File: src/rtl/bsx_pkg.sv
package bsx_pkg;

    localparam int DEF_PORTS  = 4;
    localparam int DEF_PLANES = 4;
    localparam int DEF_CELL_W = 32;

    // Width of one output-select field
    function automatic int sel_bits(input int n);
        return (n > 1) ? $clog2(n) : 1;
    endfunction

    // Width of one slice when a cell is striped over k planes
    function automatic int slice_bits(input int w, input int k);
        return w / k;
    endfunction

    // Per-output routing state inside a plane
    typedef enum logic [1:0] {
        ROUTE_OFF  = 2'd0,   // output not enabled
        ROUTE_IDLE = 2'd1,   // enabled, but the source has no cell
        ROUTE_LIVE = 2'd2    // enabled and the source has a cell
    } route_e;

endpackage

File: src/rtl/bsx_cfg_hold.sv
module bsx_cfg_hold #(
    parameter int N_PORTS = bsx_pkg::DEF_PORTS,
    parameter int SW      = bsx_pkg::sel_bits(N_PORTS)
) (
    input  logic                  clk,
    input  logic                  rst,
    input  logic                  load,
    input  logic [N_PORTS*SW-1:0] sel_in,
    input  logic [N_PORTS-1:0]    en_in,
    output logic [N_PORTS*SW-1:0] sel_q,
    output logic [N_PORTS-1:0]    en_q
);

    always_ff @(posedge clk) begin
        if (rst) begin
            sel_q <= '0;
            en_q  <= '0;
        end else if (load) begin
            sel_q <= sel_in;
            en_q  <= en_in;
        end
    end

endmodule

File: src/rtl/bsx_plane.sv
module bsx_plane #(
    parameter int N_PORTS = bsx_pkg::DEF_PORTS,
    parameter int SLICE_W = 8,
    parameter int SW      = bsx_pkg::sel_bits(N_PORTS)
) (
    input  logic                       clk,
    input  logic                       rst,
    input  logic [N_PORTS*SLICE_W-1:0] in_slice,
    input  logic [N_PORTS-1:0]         in_vld,
    input  logic [N_PORTS*SW-1:0]      sel,
    input  logic [N_PORTS-1:0]         en,
    output logic [N_PORTS*SLICE_W-1:0] out_slice,
    output logic [N_PORTS-1:0]         out_vld
);
    import bsx_pkg::*;

    // One N-to-1 multiplexer per output
    for (genvar o = 0; o < N_PORTS; o++) begin : g_out
        logic [SW-1:0]      src;
        logic [SLICE_W-1:0] pick;
        route_e             state;

        always_comb begin
            src   = sel[o*SW +: SW];
            pick  = '0;
            state = ROUTE_OFF;
            if (en[o] && (int'(src) < N_PORTS)) begin
                if (in_vld[src]) begin
                    state = ROUTE_LIVE;
                    pick  = in_slice[int'(src)*SLICE_W +: SLICE_W];
                end else begin
                    state = ROUTE_IDLE;
                end
            end
        end

        always_ff @(posedge clk) begin
            if (rst) begin
                out_slice[o*SLICE_W +: SLICE_W] <= '0;
                out_vld[o]                      <= 1'b0;
            end else if (state == ROUTE_LIVE) begin
                out_slice[o*SLICE_W +: SLICE_W] <= pick;
                out_vld[o]                      <= 1'b1;
            end else begin
                out_slice[o*SLICE_W +: SLICE_W] <= '0;
                out_vld[o]                      <= 1'b0;
            end
        end
    end

endmodule

File: src/rtl/bsx_reasm.sv
module bsx_reasm #(
    parameter int N_PORTS  = bsx_pkg::DEF_PORTS,
    parameter int N_PLANES = bsx_pkg::DEF_PLANES,
    parameter int SLICE_W  = 8,
    localparam int CELL_W  = SLICE_W * N_PLANES,
    localparam int PLANE_W = N_PORTS * SLICE_W
) (
    input  logic [N_PLANES*PLANE_W-1:0] plane_data,
    input  logic [N_PLANES*N_PORTS-1:0] plane_vld,
    output logic [N_PORTS*CELL_W-1:0]   cell_out,
    output logic [N_PORTS-1:0]          cell_vld
);

    for (genvar o = 0; o < N_PORTS; o++) begin : g_port
        logic [N_PLANES-1:0] col;
        for (genvar i = 0; i < N_PLANES; i++) begin : g_slice
            // Slice i returns to its own position within the cell
            assign cell_out[o*CELL_W + i*SLICE_W +: SLICE_W] =
                plane_data[i*PLANE_W + o*SLICE_W +: SLICE_W];
            assign col[i] = plane_vld[i*N_PORTS + o];
        end
        assign cell_vld[o] = &col;
    end

endmodule

File: src/rtl/bitslice_xbar.sv
module bitslice_xbar #(
    parameter int N_PORTS  = bsx_pkg::DEF_PORTS,
    parameter int N_PLANES = bsx_pkg::DEF_PLANES,
    parameter int CELL_W   = bsx_pkg::DEF_CELL_W,
    localparam int SW      = bsx_pkg::sel_bits(N_PORTS),
    localparam int SLICE_W = bsx_pkg::slice_bits(CELL_W, N_PLANES),
    localparam int PLANE_W = N_PORTS * SLICE_W
) (
    input  logic                      clk,
    input  logic                      rst,
    input  logic                      cell_start,
    input  logic [N_PORTS*SW-1:0]     cfg_sel,
    input  logic [N_PORTS-1:0]        cfg_en,
    input  logic [N_PORTS*CELL_W-1:0] in_cell,
    input  logic [N_PORTS-1:0]        in_valid,
    output logic [N_PORTS*CELL_W-1:0] out_cell,
    output logic [N_PORTS-1:0]        out_valid
);

    logic [N_PORTS*SW-1:0]       cfg_sel_q;
    logic [N_PORTS-1:0]          cfg_en_q;
    logic [N_PLANES*PLANE_W-1:0] plane_in;
    logic [N_PLANES*PLANE_W-1:0] plane_out;
    logic [N_PLANES*N_PORTS-1:0] plane_vld;

    bsx_cfg_hold #(.N_PORTS(N_PORTS), .SW(SW)) u_cfg (
        .clk    (clk),
        .rst    (rst),
        .load   (cell_start),
        .sel_in (cfg_sel),
        .en_in  (cfg_en),
        .sel_q  (cfg_sel_q),
        .en_q   (cfg_en_q)
    );

    // Striping and one plane per slice, all sharing one configuration
    for (genvar i = 0; i < N_PLANES; i++) begin : g_plane
        for (genvar p = 0; p < N_PORTS; p++) begin : g_stripe
            assign plane_in[i*PLANE_W + p*SLICE_W +: SLICE_W] =
                in_cell[p*CELL_W + i*SLICE_W +: SLICE_W];
        end

        bsx_plane #(.N_PORTS(N_PORTS), .SLICE_W(SLICE_W), .SW(SW)) u_plane (
            .clk       (clk),
            .rst       (rst),
            .in_slice  (plane_in[i*PLANE_W +: PLANE_W]),
            .in_vld    (in_valid),
            .sel       (cfg_sel_q),
            .en        (cfg_en_q),
            .out_slice (plane_out[i*PLANE_W +: PLANE_W]),
            .out_vld   (plane_vld[i*N_PORTS +: N_PORTS])
        );
    end

    bsx_reasm #(.N_PORTS(N_PORTS), .N_PLANES(N_PLANES), .SLICE_W(SLICE_W)) u_reasm (
        .plane_data (plane_out),
        .plane_vld  (plane_vld),
        .cell_out   (out_cell),
        .cell_vld   (out_valid)
    );

endmodule

File: config.mk
export PLATFORM = sky130hd
export DESIGN_NAME = bitslice_xbar
export DESIGN_NICKNAME = d
export VERILOG_FILES = /design/src/rtl/bsx_pkg.sv /design/src/rtl/bsx_cfg_hold.sv /design/src/rtl/bsx_plane.sv /design/src/rtl/bsx_reasm.sv /design/src/rtl/bitslice_xbar.sv
export SDC_FILE = /design/constraint.sdc
export NUM_CORES = 1
export LEC_CHECK = 0
export ABC_AREA = 0
export BUFFER_PORTS_ARGS = -buffer_cell sky130_fd_sc_hd__clkbuf_2
export CAP_MARGIN = 20
export CORE_UTILIZATION = 35
export DETAILED_ROUTE_END_ITERATION = 12
export PLACE_DENSITY_LB_ADDON = 0.2
export SYNTH_ARGS = -nofsm -noshare
export SYNTH_HDL_FRONTEND = slang
export SYNTH_SLANG_ARGS = --single-unit
File: constraint.sdc
create_clock -name clk -period 3 [get_ports clk]
set_clock_uncertainty 0.15 [all_clocks]
set_input_delay 0.15 -clock clk [delete_from_list [all_inputs] [get_ports clk]]
set_output_delay 0.15 -clock clk [all_outputs]
set_load 0.05 [all_outputs]
After elaboration in Yosys (flattened, before gate mapping)
Cells that the tools add are included.
{"block": "totals", "out_inout_bits": 132, "register_bits": 144}
{"block": "classes", "muxes": 20, "shift": 16, "n_bitwise": 12, "reduce_logical": 4, "eq_ne": 4, "order_cmp": 4}
{"op": "$shiftx 32x6->8", "n": 16}
{"op": "$mux 2", "n": 8}
{"op": "$reduce_or 4->1", "n": 4}
{"op": "$lt 2x3->1 const B", "n": 4}
{"op": "$not 1->1", "n": 12}
{"op": "$bmux 1 s2", "n": 4}
{"op": "$eq 2x2->1 const B", "n": 4}
{"op": "$mux 1", "n": 8}

Depth between registers and ports, before layout
Gate-level depths: netlist (run 1).
{"block": "logic_depth", "word_depth": 7, "ltp_mapped": 5, "ltp_nobuf": 3}

Cells and area by module
A second synthesis (run 1) with hierarchy kept.
{"block": "hier_totals", "hier_cells": 698, "area_unflattened_um2": 9864.5}
{"mod": "bsx_plane", "cells_each": 132, "instances": 4, "area_per_inst_um2": 2112.0}
{"mod": "bsx_reasm", "cells_each": 132, "instances": 1, "area_per_inst_um2": 996.0}
{"mod": "bsx_cfg_hold", "cells_each": 38, "instances": 1, "area_per_inst_um2": 420.4}

Least setup slack after synthesis (run 1)
Ideal clock, no wire load.
{"block": "synth_path", "path_kind": "reg-to-reg", "start": "register u_cfg.sel_q[4]", "end": "register g_plane[0].u_plane.out_slice[23]", "setup_ps": 118, "slack_ps": 1459, "stages_incl_launch_ff": 5, "synth_period_minus_slack_ps": 1541, "required_time_ps": 2732, "arrival_ps": 1273, "path_buffers": 2, "path_cell_list": "dfxtp_1 buf_6 buf_4 mux4_2 nor2b_1"}
{"block": "synth_via", "elab_chain_cells": 7, "elab_cells_between_ends": 9, "classes_between": "eq/ne (1); shift (1); mux (4); bitwise (2); reduce/logical (1)"}
{"item": "from (decl)", "line_no": "bsx_cfg_hold.sv:10", "text": "output logic [N_PORTS*SW-1:0] sel_q,"}
{"item": "from (signal assigned)", "line_no": "bsx_cfg_hold.sv:19", "text": "sel_q <= sel_in;"}
{"item": "$bmux 1 s2", "line_no": "bsx_plane.sv:28", "text": "if (in_vld[src]) begin"}
{"item": "$mux 1 (not written as such)", "line_no": "bsx_plane.sv:28"}
{"item": "$mux 2", "line_no": "bsx_plane.sv:28"}
{"item": "$mux 2", "line_no": "bsx_plane.sv:27", "text": "if (en[o] && (int'(src) < N_PORTS)) begin"}
{"item": "$eq 2x2->1", "line_no": "bsx_plane.sv:41", "text": "end else if (state == ROUTE_LIVE) begin"}
{"item": "$not 1->1 (no source line)"}
{"item": "$reduce_or 4->1 (no source line)"}
{"item": "to (signal, indexed assignment)", "line_no": "bsx_plane.sv:42", "text": "out_slice[o*SLICE_W +: SLICE_W] <= pick;"}
{"item": "to (decl)", "line_no": "bsx_plane.sv:12", "text": "output logic [N_PORTS*SLICE_W-1:0] out_slice,"}
Parallel ways exist; a longest one is shown, timed or not. The select of a mux whose other input is x is not followed.
A chain may end at the register's enable or synchronous reset.

Worst setup path in the final report (run 1)
{"block": "layout_path", "start": "register u_cfg.sel_q[2]", "end": "register g_plane[3].u_plane.out_slice[13]"}
{"block": "layout_via", "elab_chain_cells": 7, "elab_cells_between_ends": 9, "classes_between": "eq/ne (1); shift (1); mux (4); bitwise (2); reduce/logical (1)"}
{"item": "$bmux 1 s2", "line_no": "bsx_plane.sv:28"}
{"item": "$mux 1 (not written as such)", "line_no": "bsx_plane.sv:28"}
{"item": "$mux 2", "line_no": "bsx_plane.sv:28"}
{"item": "$mux 2", "line_no": "bsx_plane.sv:27"}
{"item": "$eq 2x2->1", "line_no": "bsx_plane.sv:41"}
{"item": "$not 1->1 (no source line)"}
{"item": "$reduce_or 4->1 (no source line)"}
{"item": "to (signal, indexed assignment)", "line_no": "bsx_plane.sv:42"}
{"item": "to (decl)", "line_no": "bsx_plane.sv:12"}
Parallel ways exist; a longest one is shown, timed or not. The select of a mux whose other input is x is not followed.

==> results of run 1 <==
[kinds of logic (layout without fill, tap and decap cells)]
family,after synthesis,after routing,synth area share (%)
multiplexers,148,148,42.7
AND/OR/NAND/NOR,148,148,12.5
AO/OA/AOI/OAI,4,4,0.829
buffers and inverters,51,342,4.21
flip-flops,144,144,39.8
[worst paths after layout]
path         cells after the start                               end  slack [ns]
max                              4  g_plane[3].u_plane.out_slice[13]        0.81
min                              2                    u_cfg.sel_q[4]        0.03
max reg2reg                      4  g_plane[3].u_plane.out_slice[13]        0.81
min reg2reg                      2                     u_cfg.en_q[2]        0.39
[registers in the layout, summed over array words and instances (netlist names)]
register	count
g_plane.u_plane.out_slice	128
g_plane.u_plane.out_vld	4
u_cfg.en_q	4
u_cfg.sel_q	8
[layer usage]
layer	vias up	track usage, %
li1	2431	-
met1	2702	26.5
met2	253	35.9
met3	26	5.45
met4	0	6.47
met5	-	0
[area by class of cell]
type / instances / area share (%)
clock inverters: 10 / 0.903
repair buffers: 306 / 17.3
multi-input cells: 300 / 42.9
clock buffers: 22 / 4.96
flip-flops and latches: 144 / 30.2
inverters: 4 / 0.157
well taps: 270 / 3.53
[cells in the final DEF (no fill, tap or decap)]
cell type      Yosys  routed
buf_4             15      14
dfxtp_2            0       8
clkinv_4           0       1
nand3b_1           4       4
dfxtp_1          144     136
mux4_2           128     128
clkbuf_1           6       2
mux2_2             2       2
inv_1              4       4
clkbuf_8           0       3
buf_12             0       2
a2bb2oi_4          0       4
clkinvlp_4         0       3
mux2_4             1       1
mux2i_1           16      16
bufinv_16          0       1
clkbuf_16          0      17
nor3b_1            4       4
mux2_1             1       1
clkinv_2           0       5
nor2b_1          128     128
nor2_1            12      12
clkbuf_2           0     278
dlygate4sd3_1      0      12
[power groups by stage]
stage               clock, mW  sequential, mW  combinational (mW)
global placement            0            2.05               0.864
finish                   2.03            2.01               0.882
floorplan                   0            2.14               0.506
global route             2.16            2.02               0.934
detailed placement          0            2.05               0.872
CTS                      2.07            2.01               0.886
==> metrics.txt, run 1 <==
Vias/cell 5.13; kind of critical path register to register; Yosys warnings 0; DRT Pass-1 Iters 4; grt total ovfl 0; slew margin rel. 39.6%; MaxCap Viol Count 0; CP Capture Type register; EDFF count, synth 0; VDD IR-drop max 0.347 mV; metal3 WL 1600 um; pwr/cell area 514 nW/um^2; Crit path arrival time 2.34 ns; Crit Reg-Reg Startpoint u_cfg.sel_q[2]; post-synth top area cell dfxtp_1; Main synth FF type dfxtp_1; cell with the most instances after synthesis dfxtp_1; clk slew on worst S/H paths 0.06 ns; slowest stage delay, CP 0.58 ns; Seq/Total Area, Yosys 39.8%; fin crit period 2.19 ns; TritonCTS clock tree yes; Vias 5412; core area 20200 um^2; WL/cell 20.8 um; switching part of the total between 20% and 30%; P&R area growth vs syn 32.0%; Max Slew Vio Count 0; postcts setup bufs 0; design area 9570 um^2; first-pass GRT wire length 33300 um; final WL 22000 um; Antenna diodes 0; Die W 146 um; largest net degree at the start of global routing 30; WP buf/inv 1; CP startpoint u_cfg.sel_q[2]; Synth top area share 39.8%; synthesis-stage register bit count 144; hpwl dp ~16000 um; CP required roughly 3.2 ns; placed cells 1012; CTS resizes 0; final setup vio count 0; fmax 456 MHz; Die H 146 um; final setup margin 0.806 ns; DR iter-0 viols 226; worst slew pin tran 0.907 ns; Fin. Hold Viols 0; # fillers 1822; Worst Path Max Fanout 20; htree depth 4; Gate power share 17.9%; slowest CP cell dfxtp_2; placed inst area between 8000 and 9000 um^2; DRC 0; Layout Nets about 900; critical path's top delay family flip-flops; row count 52; vias in the first global route roughly 5700; startpoint types register; antenna violations before repair 0; Total Neg Setup Slack 0 ns; Sink Count 144; Post-Synthesis Cell Area 7250 um^2; fraction of layout cells with a size suffix above 1 59.4%; hold crit path type primary input to register; P_int 3.63 mW; wl on met1 between 9000 and 10000 um; clk_lat worst skew 0.41 ns; Reg power frac between 40% and 50%; Register Area between 2000 and 3000 um^2; area of the multi-input gates 4100 um^2; CTS root buf clkbuf_16; Final Util a little under half; WL met2 11000 um; Sw Pwr 1.29 mW; post-placement setup slack 0.778 ns; status complete, no violations; final non-filler cell total between 1000 and 1500; power after layout 4.92 mW; ANT nets after route 0; ratio of final minimum period to clock period between 70 and 80%; Max Used Layer met4; unrepaired setup endpoints after global routing false; Mapped Nets 642; syn_area_per_cell 14.6 um^2; initial core utilization 35.8%; Syn Inst Count slightly below 500; ranking of synthesized cells by area dfxtp_1 40%, mux4_2 40%, nor2b_1 11%; # IOs around 280; hold_ws approximately 0.033 ns; # port buffers approximately 280; Post-synth top cells 144 x dfxtp_1, 128 x mux4_2, 128 x nor2b_1, 22 x buf_2, 16 x mux2i_1; CP Cell Sequence mux2_1, a2bb2oi_4, buf_4, nor2b_1; cts bufs inserted 17; Netlist cell types 16; total die area roughly 21000 um^2; Clock power frac about two fifths; cts hold-fix bufs 12; GP Congestion 0.814; GRT Util Overall a little over a fifth; Leakage about 3.9 nW; clock tree buffer depth 2; HP Start rst; Async SR Flop Fraction 0%
Note: power is estimated with default switching activity, not from simulation.
==> run 2, diff against run 1 <==
- clock period: 3 -> 2.05 ns (I/O delays scaled with it)
==> metrics.txt, run 2 (synthesis gave the netlist of run 1 again) <==
status complete, no violations (unchanged); placed inst area 9000 um^2 (was 8880 um^2); CP required 2.22 ns (was 3.15 ns); startpoint types register (unchanged); area of the multi-input gates 4100 um^2 (unchanged); cts bufs inserted 17 (unchanged); hold crit path type primary input to register (unchanged); GP Congestion 0.826 (was 0.814); clk slew on worst S/H paths 0.06 ns (about the same); # IOs 279 (unchanged); pwr/cell area 724 nW/um^2 (was 514 nW/um^2); fmax 521 MHz (was 456 MHz); Register Area 2900 um^2 (was 2890 um^2); Clock power frac 42.6% (was 41.2%); Top Registers g_plane.u_plane.out_slice: 128 flops, u_cfg.sel_q: 8 flops (unchanged); final WL 23000 um (was 22000 um); first-pass GRT wire length 35300 um (was 33300 um); total die area 21300 um^2 (unchanged); kind of critical path register to register (unchanged); unrepaired setup endpoints after global routing false (unchanged); clk_lat worst skew 0.42 ns (was 0.41 ns); Die H 146 um (unchanged); CTS root buf clkbuf_16 (unchanged); TritonCTS clock tree yes (unchanged); WL/cell 20.0 um (was 20.8 um); wl on met1 9560 um (was 9090 um); hpwl dp 16200 um (was 15700 um); P_int 5.73 mW (was 3.63 mW); DRT Pass-1 Iters 4 (unchanged); Max Slew Vio Count 0 (unchanged); worst slew pin tran 0.402 ns (was 0.907 ns); WL met2 11600 um (was 11000 um); vias in the first global route 6308 (was 5747); row count 52 (unchanged); # port buffers 278 (unchanged); ANT nets after route 0 (unchanged); final setup margin 0.132 ns (was 0.806 ns); grt total ovfl 0 (unchanged); Fin. Hold Viols 0 (unchanged); post-placement setup slack 0.248 ns (was 0.778 ns); Layout Nets 1016 (was 920); MaxCap Viol Count 0 (unchanged); switching part of the total 25.4% (was 26.3%); Crit path arrival time 2.08 ns (was 2.34 ns); metal3 WL 1240 um (was 1600 um); Die W 146 um (unchanged); Leakage 4.38 nW (was 3.90 nW); P&R area growth vs syn 46.5% (was 32.0%); Antenna diodes 0 (unchanged); initial core utilization 35.8% (unchanged); antenna violations before repair 0 (unchanged); htree depth 4 (unchanged); Sink Count 144 (unchanged); GRT Util Overall 22.3% (was 21.2%); final setup vio count 0 (unchanged); Gate power share 19.5% (was 17.9%); Total Neg Setup Slack 0 ns (unchanged); Vias/cell 5.11 (was 5.13); fin crit period 1.92 ns (was 2.19 ns); Most flops, register g_plane.u_plane.out_slice (unchanged); Reg power frac 37.9% (was 40.9%); Sw Pwr 1.95 mW (was 1.29 mW); design area 10600 um^2 (was 9570 um^2); ratio of final minimum period to clock period 93.5% (was 73.1%); slew margin rel. 73.2% (was 39.6%); most frequent cells in the layout 278 x clkbuf_2, 136 x dfxtp_1, 128 x mux4_2, 128 x nor2b_1, 99 x dlygate4sd3_1 (was 278 x clkbuf_2, 136 x dfxtp_1, 128 x mux4_2, 128 x nor2b_1, 17 x clkbuf_16); Max Used Layer met4 (unchanged); # fillers 1761 (was 1822); CP Capture Type register (unchanged); DR iter-0 viols 275 (was 226); DRC 0 (unchanged); largest net degree at the start of global routing 23 (was 30); clock tree buffer depth 2 (unchanged); Worst Path Max Fanout 9 (was 20); fraction of layout cells with a size suffix above 1 54.0% (was 59.4%); commonest non-fill, non-tap cell in the layout clkbuf_2 (unchanged); max FFs per register 128 (unchanged); Vias 5891 (was 5412); core area 20200 um^2 (unchanged); VDD IR-drop max 0.494 mV (was 0.347 mV)
==> run 2: final cells by class <==
cell class	instances	share of cell area, %
Timing Repair Buffer	402	24.9
Sequential cell	144	27.3
Clock inverter	9	1.23
Clock buffer	23	4.60
Tap cell	270	3.18
Inverter	4	0.141
Multi-Input combinational cell	300	38.7
==> run 2: worst paths after layout <==
check,startpoint,to,slack [ns],cells past startpoint
min reg2reg,u_cfg.sel_q[3],g_plane[0].u_plane.out_slice[13],0.65,2
max,u_cfg.sel_q[6],g_plane[0].u_plane.out_slice[28],0.13,3
min,in_cell[11],g_plane[1].u_plane.out_slice[3],0.02,3
max reg2reg,u_cfg.sel_q[6],g_plane[0].u_plane.out_slice[28],0.13,3
==> run 2: stage by stage <==
stage	instances	hold WS, ns	util (%)	power [mW]
6_report	1152	0.0162	52.5	7.68
3_5_place_dp	1021	0.200	44.5	4.31
3_3_place_gp	1021	0.189	44.5	4.30
5_1_grt	1152	0.0146	52.5	7.97
2_1_floorplan	495	0.0997	-	3.87
4_1_cts	1152	0.000162	52.4	7.75
==> run 2: timing repair <==
action,4_1_cts,5_1_grt
setup endpoints to repair,0,3
resized for setup,0,1
hold endpoints to repair,57,0
hold buffers,99,0
setup buffers,0,0
==> run 2: power groups by stage <==
stage | Combinational, mW | Clock [mW] | Sequential (mW)
after floorplan | 0.741 | 0 | 3.13
after global placement | 1.32 | 0 | 2.97
after detailed placement | 1.34 | 0 | 2.97
after CTS | 1.50 | 3.34 | 2.91
after global routing | 1.59 | 3.47 | 2.92
final | 1.50 | 3.27 | 2.91
==> run 2: metal layers <==
layer	vias to the layer above	track usage [%]
li1	2620	-
met1	2982	27.5
met2	250	37.8
met3	39	4.45
met4	0	10.1
met5	-	0
==> run 2: worst max-delay path: stages (launching register included) <==
cell	delay (ns)
dfxtp_4	0.46
mux4_2	0.51
dlygate4sd3_1	0.56
nor2b_1	0.13
